**config.mk**
```make
export PLATFORM = sky130hd
export DESIGN_NAME = alu_top
export DESIGN_NICKNAME = d
export VERILOG_FILES = /design/src/rtl/alu_pkg.sv /design/src/rtl/alu_op_decode.sv /design/src/rtl/alu_rotl.sv /design/src/rtl/alu_core.sv /design/src/rtl/alu_top.sv
export SDC_FILE = /design/constraint.sdc
export NUM_CORES = 1
export LEC_CHECK = 0
export BUFFER_PORTS_ARGS = -buffer_cell sky130_fd_sc_hd__buf_2
export CAP_MARGIN = 20
export CORE_MARGIN = 3
export CORE_UTILIZATION = 30
export DETAILED_ROUTE_END_ITERATION = 6
export SLEW_MARGIN = 10
export SYNTH_ARGS = -nofsm -noshare
export SYNTH_HDL_FRONTEND = slang
export SYNTH_SLANG_ARGS = --single-unit
```
**constraint.sdc**
```tcl
create_clock -name vclk -period 8.7
set_input_delay 1.305 -clock vclk [all_inputs]
set_output_delay 1.305 -clock vclk [all_outputs]
set_load 0.1 [all_outputs]
```
**src/rtl/alu_pkg.sv**
```systemverilog
package alu_pkg;

  typedef enum logic [2:0] {
    OP_ADD = 3'd0,
    OP_SUB = 3'd1,
    OP_AND = 3'd2,
    OP_OR  = 3'd3,
    OP_SLT = 3'd4,
    OP_LUI = 3'd5,
    OP_ROL = 3'd6
  } alu_op_e;

  localparam logic [5:0] OPC_RTYPE = 6'h00;
  localparam logic [5:0] OPC_BEQ   = 6'h04;
  localparam logic [5:0] OPC_ADDI  = 6'h08;
  localparam logic [5:0] OPC_LUI   = 6'h0F;
  localparam logic [5:0] OPC_LOAD  = 6'h23;
  localparam logic [5:0] OPC_STORE = 6'h2B;

  localparam logic [5:0] FN_ADD = 6'h20;
  localparam logic [5:0] FN_SUB = 6'h22;
  localparam logic [5:0] FN_AND = 6'h24;
  localparam logic [5:0] FN_OR  = 6'h25;
  localparam logic [5:0] FN_SLT = 6'h2A;
  localparam logic [5:0] FN_ROL = 6'h3C;

endpackage

```
**src/rtl/alu_op_decode.sv**
```systemverilog
module alu_op_decode
  import alu_pkg::*;
(
  input  logic [5:0] opcode,
  input  logic [5:0] funct,
  output alu_op_e    op_sel
);

  function automatic alu_op_e decode_rtype(input logic [5:0] fn);
    case (fn)
      FN_SUB:  return OP_SUB;
      FN_AND:  return OP_AND;
      FN_OR:   return OP_OR;
      FN_SLT:  return OP_SLT;
      FN_ROL:  return OP_ROL;
      default: return OP_ADD;
    endcase
  endfunction

  always_comb begin
    case (opcode)
      OPC_RTYPE: op_sel = decode_rtype(funct);
      OPC_BEQ:   op_sel = OP_SUB;
      OPC_LUI:   op_sel = OP_LUI;
      default:   op_sel = OP_ADD;
    endcase
  end

endmodule

```
**src/rtl/alu_rotl.sv**
```systemverilog
module alu_rotl #(
  parameter int WIDTH    = 32,
  parameter int ROT_IMPL = 1,
  localparam int SW      = $clog2(WIDTH)
) (
  input  logic [WIDTH-1:0] din,
  input  logic [SW-1:0]    amt,
  output logic [WIDTH-1:0] dout
);

  generate
    if (ROT_IMPL == 0) begin : g_merge
      localparam logic [SW:0] WV = SW'(0) + (SW+1)'(WIDTH);
      logic [SW:0] back_amt;
      // a right shift by WIDTH (amt == 0) yields zero, leaving din intact
      assign back_amt = WV - {1'b0, amt};
      assign dout = (din << amt) | (din >> back_amt);
    end else begin : g_barrel
      logic [WIDTH-1:0] stage [SW+1];
      assign stage[0] = din;
      for (genvar i = 0; i < SW; i++) begin : g_lvl
        localparam int STEP = 2 ** i;
        assign stage[i+1] = amt[i]
          ? {stage[i][WIDTH-1-STEP:0], stage[i][WIDTH-1:WIDTH-STEP]}
          : stage[i];
      end
      assign dout = stage[SW];
    end
  endgenerate

endmodule

```
**src/rtl/alu_core.sv**
```systemverilog
module alu_core
  import alu_pkg::*;
#(
  parameter int WIDTH    = 32,
  parameter int ROT_IMPL = 1,
  localparam int SW      = $clog2(WIDTH),
  localparam int HALF    = WIDTH / 2
) (
  input  alu_op_e          op_sel,
  input  logic [SW-1:0]    shamt,
  input  logic [WIDTH-1:0] src_a,
  input  logic [WIDTH-1:0] src_b,
  output logic [WIDTH-1:0] result,
  output logic             zero
);

  function automatic logic signed_lt(input logic [WIDTH-1:0] a,
                                     input logic [WIDTH-1:0] b);
    return $signed(a) < $signed(b);
  endfunction

  function automatic logic [WIDTH-1:0] upper_imm(input logic [WIDTH-1:0] b);
    return {b[HALF-1:0], {HALF{1'b0}}};
  endfunction

  logic [WIDTH-1:0] rot_val;

  alu_rotl #(.WIDTH(WIDTH), .ROT_IMPL(ROT_IMPL)) u_rotl (
    .din  (src_a),
    .amt  (shamt),
    .dout (rot_val)
  );

  always_comb begin
    case (op_sel)
      OP_SUB:  result = src_a - src_b;
      OP_AND:  result = src_a & src_b;
      OP_OR:   result = src_a | src_b;
      OP_SLT:  result = {{(WIDTH-1){1'b0}}, signed_lt(src_a, src_b)};
      OP_LUI:  result = upper_imm(src_b);
      OP_ROL:  result = rot_val;
      default: result = src_a + src_b;
    endcase
  end

  assign zero = ~|result;

endmodule

```
**src/rtl/alu_top.sv**
```systemverilog
module alu_top
  import alu_pkg::*;
#(
  parameter int WIDTH    = 32,
  parameter int ROT_IMPL = 1,
  localparam int SW      = $clog2(WIDTH)
) (
  input  logic [5:0]       opcode,
  input  logic [5:0]       funct,
  input  logic [SW-1:0]    shamt,
  input  logic [WIDTH-1:0] src_a,
  input  logic [WIDTH-1:0] src_b,
  output logic [WIDTH-1:0] result,
  output logic             zero
);

  alu_op_e op_sel;

  alu_op_decode u_dec (
    .opcode (opcode),
    .funct  (funct),
    .op_sel (op_sel)
  );

  alu_core #(.WIDTH(WIDTH), .ROT_IMPL(ROT_IMPL)) u_core (
    .op_sel (op_sel),
    .shamt  (shamt),
    .src_a  (src_a),
    .src_b  (src_b),
    .result (result),
    .zero   (zero)
  );

endmodule

```
* Word level (Yosys, flattened, before mapping)
Cells that the tools add are included.
** Operators by class
- Reductions and logical operators :: 3
- Equal/unequal tests :: 13
- Mux-type cells :: 8
- Order comparisons :: 1
- Bitwise logic cells :: 2
- $add $sub $neg :: 2
** Operators with widths (number)
- $pmux 32 s6 :: 1
- $mux 32 :: 5
- $add 32x32->32 :: 1
- $and 32x32->32 :: 1
- $lt 32x32->1 :: 1
- $or 32x32->32 :: 1
- $reduce_or 32->1 :: 1
- $sub 32x32->32 :: 1
- $eq 6x6->1 const B :: 5
- $pmux 3 s5 :: 1
- $eq 3x3->1 const B :: 3
- $pmux 3 s3 :: 1
- $eq 3x2->1 const B :: 2
- $eq 6x3->1 const B :: 1
- $eq 6x4->1 const B :: 1
- $logic_not 6->1 :: 1
- $eq 3x1->1 const B :: 1
- $logic_not 1->1 :: 1
** Storage, ports and cells
- Bits of input ports :: 81
- Word-level logic and storage cells :: 29
- Register bits :: 0
- Output and inout bits :: 33

* Logic depth before layout (Yosys ltp)
Gate-level depths: netlist of the first run.
- Depth in word-level cells :: 8
- Gate-level depth with buffers :: 16
- Depth with buffers taken out :: 14

* By module
A second synthesis of the first run with hierarchy kept.
** Unflattened totals
- Cells, all modules :: 1069
- Area, all modules :: 8082.8 um^2
** Modules (own cells, without submodules)
- alu_core :: sequential area each 0.0 um^2, cells each 932, times used 1, area an instance 5990.7 um^2
- alu_rotl :: sequential area each 0.0 um^2, cells each 116, times used 1, area an instance 1948.1 um^2
- alu_op_decode :: sequential area each 0.0 um^2, cells each 21, times used 1, area an instance 143.9 um^2

* Worst setup path before layout of the first run
OpenSTA, ideal clock, no wires.
- Path kind :: input -> output
- From :: input src_a[5]
- To :: output zero
- Stages :: 15
- Path buffers :: 2
- Data required time :: 7.395 ns
- Arrival time :: 7.604 ns
- Path slack :: -0.209 ns
- Path through :: clkbuf_1 > inv_1 > ha_1 > clkbuf_1 > nor2_1 > o2111ai_1 > a31oi_1 > a22oi_1 > a211oi_1 > o22ai_1 > o31ai_1 > or3_1 > o311ai_0 > or4bb_1 > nor4b_2
** On the way
- Word-level cells in the longest chain between the ends :: 8
- Elaborated cells on any way between the ends :: 13
- Those cells by class :: 2 x add/sub; 1 x order compare; 6 x mux; 2 x bitwise; 2 x reduce/logical
** Ends and longest elaborated chain
- start: declaration :: RTL line alu_top.sv:11 : input logic [WIDTH-1:0] src_a,
- branches (longest 5 deep; another with $add 32x32->32)
- $pmux 32 s6 (*) :: RTL line alu_core.sv:35 : case (op_sel)
- via result[27] :: RTL line alu_top.sv:13 : output logic [WIDTH-1:0] result,
- $reduce_or 32->1 (*) :: RTL line alu_core.sv:46 : assign zero = ~|result;
- $logic_not 1->1 (*) :: RTL line alu_core.sv:46
- end: declaration :: RTL line alu_top.sv:14 : output logic zero
Mark *: on every way through the listed nets, which the timed path passes.

* Worst setup path after layout of the first run
- From :: input shamt[1]
- To :: output zero
** On the way
- Word-level cells in the longest chain between the ends :: 7
** Ends and longest elaborated chain
- start: declaration :: RTL line alu_top.sv:10 : input logic [SW-1:0] shamt,
- $mux 32 (4 in a row) :: RTL line alu_rotl.sv:24 : ? {stage[i][WIDTH-1-STEP:0], stage[i][WIDTH-1:WIDTH-STEP]}
- $pmux 32 s6 :: RTL line alu_core.sv:35
- $reduce_or 32->1 :: RTL line alu_core.sv:46
- $logic_not 1->1 :: RTL line alu_core.sv:46
Every way passes these cells.

==> results.txt, run 1 <==
The maximum number of pins on one net before global-route repair came out at 36. The net count of the mapped netlist is 1365. The chip width is 182 um. The area fraction of the dominant cell type after synthesis came out at 16.8%.

The maximum clock rate is 0.130 GHz. The signal on the critical path passes through buf_2 > buf_4 > mux4_2 > mux4_2 > nand4b_1 > o31ai_1 > o41ai_2 > o211ai_1 > nor4_1 > or4b_1 > nor4_2 > nand4bb_1 > nor4b_4 > buf_2. The minimum setup slack after placement is 1.08 ns. The multi-input combinational cells in the finished layout cover a total of 0.00837 mm^2. The combined flip-flop and latch cell area came out at 0 um^2.

The measured slew at the worst slew-check pin is 1.18 ns. STA classifies the critical path startpoint as a primary input. The average instance area after synthesis is 7.80 um^2. The arrival time at the worst endpoint is 6.39 ns. Of the cells placed in the final design, the portion with a size suffix greater than 1 is 20.1%. The area growth from synthesis to layout is 7.76%. The library cell used most frequently in the layout, excluding fill and tap cells, is sky130_fd_sc_hd__buf_2.

The shortest period the worst path allows came out at 7.70 ns. The post-synthesis instance total is 1186. After the last flow step, the layout net total stands at 1417. There are 0 flip-flops and latches. The initial antenna violation count is 1. After detailed routing, the number of vias per cell comes to 6.56. Measured against its own limit, the worst slew margin works out to 20.9%. The I/O pin count is 114. The synthesized design spends more area on one cell type than any other, namely sky130_fd_sc_hd__mux4_2. The number of failing hold endpoints at the final stage is 0.

The max-slew violation count was 0. STA classifies the critical path endpoint as an output port. In this run the power density over the cells is 88.9 mW/mm^2. The data required time at the worst endpoint is 7.39 ns. The slowest stage of the critical path is the sky130_fd_sc_hd__buf_2 cell.

The number of warning messages in the yosys log came out at 0. The final-layout fill cell count is 3198. The detailed router's first-iteration violation count is 1528. The maximum resistive drop on vdd is 47.7 uV.

The total congestion overflow came out at 0. The total inserted antenna cells is 0. The power consumption came out at 886 uW. After layout, the clock buffer instance count stands at 0. The leakage power of the design is 0.00420 uW.

The global placement routability congestion is 0.956. The sequential element share of the synthesized area is 0%. The library cells used most frequently in the layout, excluding fill and tap cells, are sky130_fd_sc_hd__buf_2, sky130_fd_sc_hd__inv_1, sky130_fd_sc_hd__ha_1. The post-synthesis cell type count is 90. For this design, the CTS-stage hold fixing added 0 buffers. The via count of the first global-routing pass came out at 10000. Summed over all nets, the switching power comes to 618 uW.

The height of the die came out at 182 um. The worst-case setup margin in the final layout came out at 1.00 ns. The flow ran to the end, and the final reports show no timing, DRC or antenna violations. The largest fanout on the critical path is 35.

The number of iterations in the first detailed-routing pass came out at 7. The critical path in this run is classified as primary input to output port. The period utilization came out at 88.5%. The average wire per cell in the routed design came out at 26.6 um. The clock share of power came out at 0%. The final routed wirelength across all metal layers came out at 43200 um.

After detailed routing, the number of remaining DRC violations is 0. The initial core utilization is 30.8%. For this run, the total global-route usage over all layers was measured as 24.7%.

By area the synthesized netlist is led by sky130_fd_sc_hd__mux4_2, sky130_fd_sc_hd__ha_1, sky130_fd_sc_hd__a21oi_1. The share of total power in combinational logic came out at 100.0%. The count of nets left with antenna violations after detail routing is 0. The critical path's largest stage delay came out at 0.71 ns. The core footprint came out at 0.0300 mm^2.

The area of the die came out at 0.0330 mm^2. Setup repair after global routing left no endpoint under its margin. In this run, flip-flops and latches consume 0% of the power.

After routing, the total negative slack on setup checks comes to 0 ns. In this run the worst hold path is classified as primary input to output port. The post-synthesis instance area is 0.00925 mm^2. The count of standard-cell rows came out at 63.

Of the total power, the share spent switching nets is 69.7%. The HPWL after detailed placement is 33700 um. The post-CTS resize count came out at 0. Buffers added to address setup during post-CTS repair amount to 0. Across all hold checks on the routed design, the worst slack comes to 3.49 ns. The internal power component is 268 uW.

The count of buffers inserted at the top-level ports is 114. The overall via count from detail_route is 10700. The first-pass GRT wire length is 64400 um. Setup violations remaining at the end of the flow were counted as 0. Max-cap violations in this run came to 0.
## synth_stat cells, types with 20 or more instances
| cell | count |
|---|---|
| sky130_fd_sc_hd__a211oi_1 | 29 |
| sky130_fd_sc_hd__a21o_1 | 20 |
| sky130_fd_sc_hd__a21oi_1 | 89 |
| sky130_fd_sc_hd__clkbuf_1 | 39 |
| sky130_fd_sc_hd__ha_1 | 96 |
| sky130_fd_sc_hd__inv_1 | 103 |
| sky130_fd_sc_hd__mux2_2 | 24 |
| sky130_fd_sc_hd__mux2i_1 | 41 |
| sky130_fd_sc_hd__mux4_2 | 69 |
| sky130_fd_sc_hd__nand2_1 | 93 |
| sky130_fd_sc_hd__nand3_1 | 25 |
| sky130_fd_sc_hd__nor2_1 | 87 |
| sky130_fd_sc_hd__nor3_1 | 26 |
| sky130_fd_sc_hd__o211ai_1 | 29 |
| sky130_fd_sc_hd__o21ai_0 | 65 |
## layer usage
metal  routed length (um)  global-route usage [%]
met5                   11                       0
met4                 1560                    6.73
met3                 4560                    4.23
met2                19100                    39.3
met1                18100                    34.7
## cells by family (layout without fill, tap and decap cells)
family,Yosys count,after routing,share of synthesized area (%)
XOR/XNOR,13,13,1.23
multiplexers,146,146,27.6
AND/OR/NAND/NOR,348,348,19.0
buffers and inverters,188,238,9.70
AO/OA/AOI/OAI,393,393,29.1
adder cells (fa/ha/maj),98,98,13.4
## layout make-up
cell class	instances	area share, %
inverter	103	3.88
multi-input combinational	998	83.9
tap	390	4.90
timing repair buffer	135	7.31
## stage by stage
stage          instance area, um^2  cells  util (%)
4_1_cts                       9970   1626      33.2
6_report                      9970   1626      33.2
2_1_floorplan                 9260   1186         -
3_3_place_gp                  9970   1626      33.2
3_5_place_dp                  9970   1626      33.2
5_1_grt                       9970   1626      33.2
## path summary, 6_finish.rpt
| kind | start | endpoint | slack, ns | depth (start not counted) |
|---|---|---|---|---|
| setup / recovery | shamt[1] | zero | 1.00 | 14 |
| hold / removal | src_b[2] | result[18] | 3.49 | 5 |
## power groups by stage
stage / Sequential (uW) / Clock (uW) / Combinational (uW)
finish: 0 / 0 / 886
CTS: 0 / 0 / 870
floorplan: 0 / 0 / 653
global placement: 0 / 0 / 864
detailed placement: 0 / 0 / 867
global route: 0 / 0 / 935
## critical path: cells and delay by family
family,cells,cell delay (ns)
AND/OR/NAND/NOR,6,2.05
multiplexers,2,0.82
buffers and inverters,3,1.56
AO/OA/AOI/OAI,3,0.63
Note: power is estimated with default switching activity, not from simulation.
==> run 2, diff against run 1 <==
--- a/config.mk
+++ b/config.mk
@@ -7,9 +7,12 @@
 export LEC_CHECK = 0
 export BUFFER_PORTS_ARGS = -buffer_cell sky130_fd_sc_hd__buf_2
 export CAP_MARGIN = 20
+export CELL_PAD_IN_SITES_DETAIL_PLACEMENT = 1
+export CELL_PAD_IN_SITES_GLOBAL_PLACEMENT = 2
 export CORE_MARGIN = 3
 export CORE_UTILIZATION = 30
 export DETAILED_ROUTE_END_ITERATION = 6
+export PLACE_DENSITY_LB_ADDON = 0.1
 export SLEW_MARGIN = 10
 export SYNTH_ARGS = -nofsm -noshare
 export SYNTH_HDL_FRONTEND = slang
==> run 2 against run 1 <==
Compared with the run above:
- via count decreased by 0.54%
- sequential share of layout area stayed put
- non-clock buffer count is 16 higher
- first-iteration DRC count down 24%
- maximum frequency is essentially flat
- combinational power up 3.8%
- global-route usage rose by 4.1 points
- die area did not move
- critical path depth unchanged
- worst hold slack better by 0.068 ns
- setup slack improved by 0.0012 ns
==> results.txt, run 2 (same netlist as run 1, synthesis figures left out) <==
The post-CTS repair timing setup buffer count was 0 (unchanged). The final sequential cell count came out at 0 (unchanged). The total inserted antenna cells came out at 0 (unchanged). The share of cells above drive strength 1 came to 21.3% (was 20.1%). The number of buffers added to fix hold violations after cts came to 0 (unchanged). The I/O pin count came out at 114 (unchanged). The measured slew at the worst slew-check pin is 0.905 ns (was 1.18 ns). The number of stages on the worst hold path came to 5 (unchanged).

The count of buffers inserted at the top-level ports is 114 (unchanged). The final net count came to 1433 (was 1417). The final routed wirelength across all metal layers is 49800 um (was 43200 um). The signed area change from the synthesized netlist to the final layout came out at 9.16% (was 7.76%).

The detailed router's first-iteration violation count is 1160 (was 1528). The launch point of the worst path is shamt[1] (unchanged). The maximum number of pins on one net before global-route repair came out at 36 (unchanged). The initial antenna violation count is 0 (was 1).

The area of the die came out at 0.0330 mm^2 (unchanged). RSZ-0062 raised after global routing: no (unchanged). The shortest period the worst path allows is 7.70 ns (about the same). Highest-count cells in the layout ignoring fill and taps: sky130_fd_sc_hd__buf_2, sky130_fd_sc_hd__inv_1, sky130_fd_sc_hd__ha_1 (unchanged).

The core footprint came out at 0.0300 mm^2 (unchanged). The HPWL after detailed placement came to 40000 um (was 33700 um). The combined flip-flop and latch cell area is 0 um^2 (unchanged). The height of the die is 182 um (unchanged). The period utilization is 88.5% (about the same). The type of element capturing the critical path was an output port (unchanged). The global placement routability congestion is 0.931 (was 0.956). The via density per instance is 6.46 (was 6.56). The number of iterations in the first detailed-routing pass came to 4 (was 7). The post-CTS resize count is 0 (unchanged). The overall via count from detail_route is 10600 (was 10700). The most frequent standard cell in the layout excluding fill and tap cells is sky130_fd_sc_hd__buf_2 (unchanged). The number of remaining DRC errors came out at 0 (unchanged).

The hold path startpoint is src_b[2] (unchanged). The arrival time at the worst endpoint is 6.39 ns (about the same). The leakage power of the design came to 0.00428 uW (was 0.00420 uW). The number of failing hold endpoints at the final stage came out at 0 (unchanged). The data required time at the worst endpoint was 7.39 ns (about the same).

The kind of start point of the critical path is a primary input (unchanged). The end of the worst hold path was result[18] (unchanged). The average wire per cell in the routed design came to 30.3 um (was 26.6 um). The count of clock-net buffers in the final layout is 0 (unchanged).

The via count of the first global-routing pass is 10500 (was 10000). Outcome: finished, final reports clean (unchanged). The worst relative slew slack came out at 39.7% (was 20.9%). The chip width is 182 um (unchanged).

The kind of critical path is primary input to output port (unchanged). The multi-input gate area in the final layout is 0.00837 mm^2 (about the same). The count of nets left with antenna violations after detail routing came out at 0 (unchanged). The total of endpoints with negative setup slack in the final report is 0 (unchanged). The total power divided by cell area is 91.1 mW/mm^2 (was 88.9 mW/mm^2).

The power consumption was 920 uW (was 886 uW). The max-slew violation count was 0 (unchanged). The count of maximum capacitance violations came out at 0 (unchanged).

The maximum clock rate came out at 0.130 GHz (about the same). The total congestion overflow is 0 (unchanged). The first-pass GRT wire length came out at 72900 um (was 64400 um). The initial core utilization is 30.8% (unchanged). The largest fanout on the critical path is 30 (was 35).

The path class of the lowest-slack min-delay path is primary input to output port (unchanged). The final-layout fill cell count is 3647 (was 3198). The combined global-route utilization of all metal layers came to 28.8% (was 24.7%).

The total negative slack is 0 ns (unchanged). The count of standard-cell rows is 63 (unchanged). The maximum resistive drop on vdd came out at 39.9 uV (was 47.7 uV).
-- run 2: cell types whose count changed in the layout (fill, tap and decap cells not counted), sizes merged --
cell and delta:
buf +16
-- run 2: worst max path at each step --
| stage | endpoint | slack [ns] |
|---|---|---|
| 6_report | zero | 1.00 |
| 5_1_grt | zero | 0.62 |
| 4_1_cts | zero | 0.98 |
| 3_5_place_dp | zero | 1.02 |
| 3_3_place_gp | zero | 1.05 |
| 2_1_floorplan | zero | 0.25 |
-- run 2: where the power goes --
group          leakage, uW  internal (uW)  total (uW)  switching (uW)
clock                    0              0           0               0
combinational      0.00428            273         920             647
sequential               0              0           0               0
total              0.00428            273         920             647
-- run 2: metrics by stage --
stage          cell area [um^2]  utilization, %  hold slack, ns  std cells  worst slack, ns
3_5_place_dp              10100            33.6            3.57       1642             1.02
3_3_place_gp              10100            33.6            3.57       1642             1.05
6_report                  10100            33.6            3.56       1642             1.00
2_1_floorplan              9260               -            3.16       1186            0.246
5_1_grt                   10100            33.6            3.60       1642            0.623
4_1_cts                   10100            33.6            3.57       1642            0.979
-- run 2: final cells by class --
type	instances	share of cell area (%)
multi-input cells	998	82.9
repair buffers	151	8.40
well taps	390	4.83
inverters	103	3.83
-- run 2: per-layer routing --
layer	global-route usage, %	share of wire, %	vias to the layer above
met5	0	0	-
met3	2.50	6.0	49
met4	3.60	1.7	0
met1	42.7	47	5388
met2	46.8	45	461
li1	-	-	4706
-- run 2: critical path, cell delays in order --
cell and delay (ns):
sky130_fd_sc_hd__buf_2 0.62, sky130_fd_sc_hd__buf_4 0.35, sky130_fd_sc_hd__mux4_1 0.63, sky130_fd_sc_hd__mux2i_1 0.21, sky130_fd_sc_hd__mux2_2 0.18, sky130_fd_sc_hd__o22ai_1 0.14, sky130_fd_sc_hd__a211o_1 0.32, sky130_fd_sc_hd__nand4bb_1 0.18
sky130_fd_sc_hd__nor4_1 0.59, sky130_fd_sc_hd__or4b_1 0.50, sky130_fd_sc_hd__nor4_2 0.38, sky130_fd_sc_hd__nand4bb_1 0.23, sky130_fd_sc_hd__nor4b_4 0.28, sky130_fd_sc_hd__buf_2 0.45
==> run 3, diff against run 2 <==
--- a/config.mk
+++ b/config.mk
@@ -12,6 +12,7 @@
 export CORE_MARGIN = 3
 export CORE_UTILIZATION = 30
 export DETAILED_ROUTE_END_ITERATION = 6
+export MAX_ROUTING_LAYER = met4
 export PLACE_DENSITY_LB_ADDON = 0.1
 export SLEW_MARGIN = 10
 export SYNTH_ARGS = -nofsm -noshare
==> run 3 against run 2 <==
Compared with the run above:
- critical path type unchanged
- non-clock buffer count fell by 1
- sequential share of layout area unchanged
- clock-buffer cell count unchanged
- final cell count is the same
- global-route usage rose by 1.2 points
- die area is the same
==> results.txt, run 3 (same netlist as run 1, synthesis figures left out) <==
Outcome: finished, final reports clean (unchanged). The final-layout fill cell count came out at 3691 (was 3647). The data required time at the worst endpoint came out at 7.39 ns (about the same). The largest fanout on the critical path came out at 38 (was 30). The post-CTS resize count is 0 (unchanged). RSZ-0062 raised after global routing: no (unchanged). The I/O pin count is 114 (unchanged). The average wire per cell in the routed design is 30.7 um (was 30.3 um). The number of stages on the worst hold path came out at 5 (unchanged). The path class of the lowest-slack min-delay path is primary input to output port (unchanged). The total congestion overflow came to 0 (unchanged). The period utilization came out at 88.9% (was 88.5%).

The global routing met1 resource utilization came out at 41.4% (was 42.7%). The detailed router's first-iteration violation count was 954 (was 1160). The initial core utilization is 30.8% (unchanged).

The chip width was 182 um (unchanged). The number of instances in the placed design is 1640 (was 1642). The global-route met2 utilization came out at 47.3% (was 46.8%).

The number of remaining DRC errors was 0 (unchanged). The type of element capturing the critical path is an output port (unchanged). The combined flip-flop and latch cell area came out at 0 um^2 (unchanged).

The core footprint was 0.0300 mm^2 (unchanged). The kind of critical path is primary input to output port (unchanged). The launch point of the worst path was shamt[2] (was shamt[1]). The global placement routability congestion came out at 0.957 (was 0.931).

The maximum number of pins on one net before global-route repair was 43 (was 36). The total of endpoints with negative setup slack in the final report came to 0 (unchanged). The via density per instance came out at 6.45 (was 6.46). The signed area change from the synthesized netlist to the final layout came out at 9.24% (was 9.16%). Ordered list of cells on the worst path: buf_2 > buf_4 > mux4_2 > mux4_2 > nand2_1 > o21ai_0 > a21oi_1 > o211ai_1 > nor4_1 > or4b_1 > nor4_2 > nand4bb_1 > nor4b_4 > buf_2 (was buf_2 > buf_4 > mux4_1 > mux2i_1 > mux2_2 > o22ai_1 > a211o_1 > nand4bb_1 > nor4_1 > or4b_1 > nor4_2 > nand4bb_1 > nor4b_4 > buf_2). The count of nets left with antenna violations after detail routing came out at 0 (unchanged).

The total negative slack was 0 ns (unchanged). The HPWL after detailed placement came out at 40300 um (was 40000 um). Highest-count cells in the layout ignoring fill and taps: sky130_fd_sc_hd__buf_2, sky130_fd_sc_hd__inv_1, sky130_fd_sc_hd__ha_1 (unchanged). The worst relative slew slack is 27.8% (was 39.7%). The final routed wirelength across all metal layers is 50400 um (was 49800 um). The initial antenna violation count was 0 (unchanged).

The height of the die is 182 um (unchanged). The category of cells accounting for the largest share of critical-path delay is simple AND/OR/NAND/NOR gates (unchanged). The multi-input gate area in the final layout came out at 0.00837 mm^2 (unchanged). The final sequential cell count is 0 (unchanged). The number of iterations in the first detailed-routing pass came to 5 (was 4). The number of cells in the finished layout apart from fillers came to 1642 (unchanged). The critical path's largest stage delay is 0.72 ns (was 0.63 ns).

The most frequent standard cell in the layout excluding fill and tap cells is sky130_fd_sc_hd__buf_2 (unchanged). The combined global-route utilization of all metal layers is 30.0% (was 28.8%). The combined buffer and inverter count along the critical path came out at 3 (unchanged).

The count of maximum capacitance violations is 0 (unchanged). The busiest metal layer after global routing was met2 (unchanged). The logic depth of the worst setup path including buffers is 14 (unchanged). The measured slew at the worst slew-check pin was 1.08 ns (was 0.905 ns). The count of standard-cell rows came out at 63 (unchanged).

The endpoint of the worst setup timing path is zero (unchanged). The share of cells above drive strength 1 came out at 21.3% (about the same). The post-CTS repair timing setup buffer count is 0 (unchanged). The area of the die came to 0.0330 mm^2 (unchanged). The count of buffers inserted at the top-level ports was 114 (unchanged). The kind of start point of the critical path was a primary input (unchanged).

The maximum clock rate is 0.129 GHz (was 0.130 GHz). The final net count came to 1432 (was 1433). The arrival time at the worst endpoint was 6.43 ns (was 6.39 ns). The number of buffers added to fix hold violations after cts came to 0 (unchanged). The overall via count from detail_route was 10600 (about the same). The first-pass GRT wire length was 73200 um (was 72900 um). The shortest period the worst path allows is 7.73 ns (was 7.70 ns). The max-slew violation count was 0 (unchanged).

The worst-path cell with the longest stage delay was sky130_fd_sc_hd__buf_2 (was sky130_fd_sc_hd__mux4_1). The number of failing hold endpoints at the final stage was 0 (unchanged). The count of clock-net buffers in the final layout is 0 (unchanged). The met3 capacity usage during global routing came out at 4.05% (was 2.50%). The via count of the first global-routing pass is 10600 (was 10500).
==> run 3: cell count changes in the layout (fill, tap and decap cells not counted), sizes merged <==
cell | before | now
buf | 151 | 150
diode | 0 | 1
==> run 3: worst min-delay path by stage <==
stage,from,endpoint
detailed placement,src_b[2],result[18]
CTS,src_b[2],result[18]
global route,src_b[28],result[29]
floorplan,src_a[30],zero
global placement,src_b[2],result[18]
finish,src_b[28],result[29]
==> run 3: final cells by class <==
class | count | area share, %
Antenna cell | 1 | 0.0248
Inverter | 103 | 3.83
Timing Repair Buffer | 150 | 8.44
Tap cell | 390 | 4.83
Multi-Input combinational cell | 998 | 82.9
==> run 3: metal layers <==
layer,vias up,share of wire (%)
li1,4694,-
met1,5390,45
met2,433,45
met3,73,7.0
met4,0,2.6
met5,-,0
==> run 3: stage by stage <==
stage / setup slack [ns] / util (%) / cell area (um^2) / hold slack, ns
after floorplan: 0.246 / - / 9260 / 3.16
after global placement: 1.00 / 33.6 / 10100 / 3.55
after detailed placement: 0.937 / 33.6 / 10100 / 3.55
after CTS: 0.905 / 33.6 / 10100 / 3.55
after global routing: 0.768 / 33.6 / 10100 / 3.60
final: 0.967 / 33.6 / 10100 / 3.56
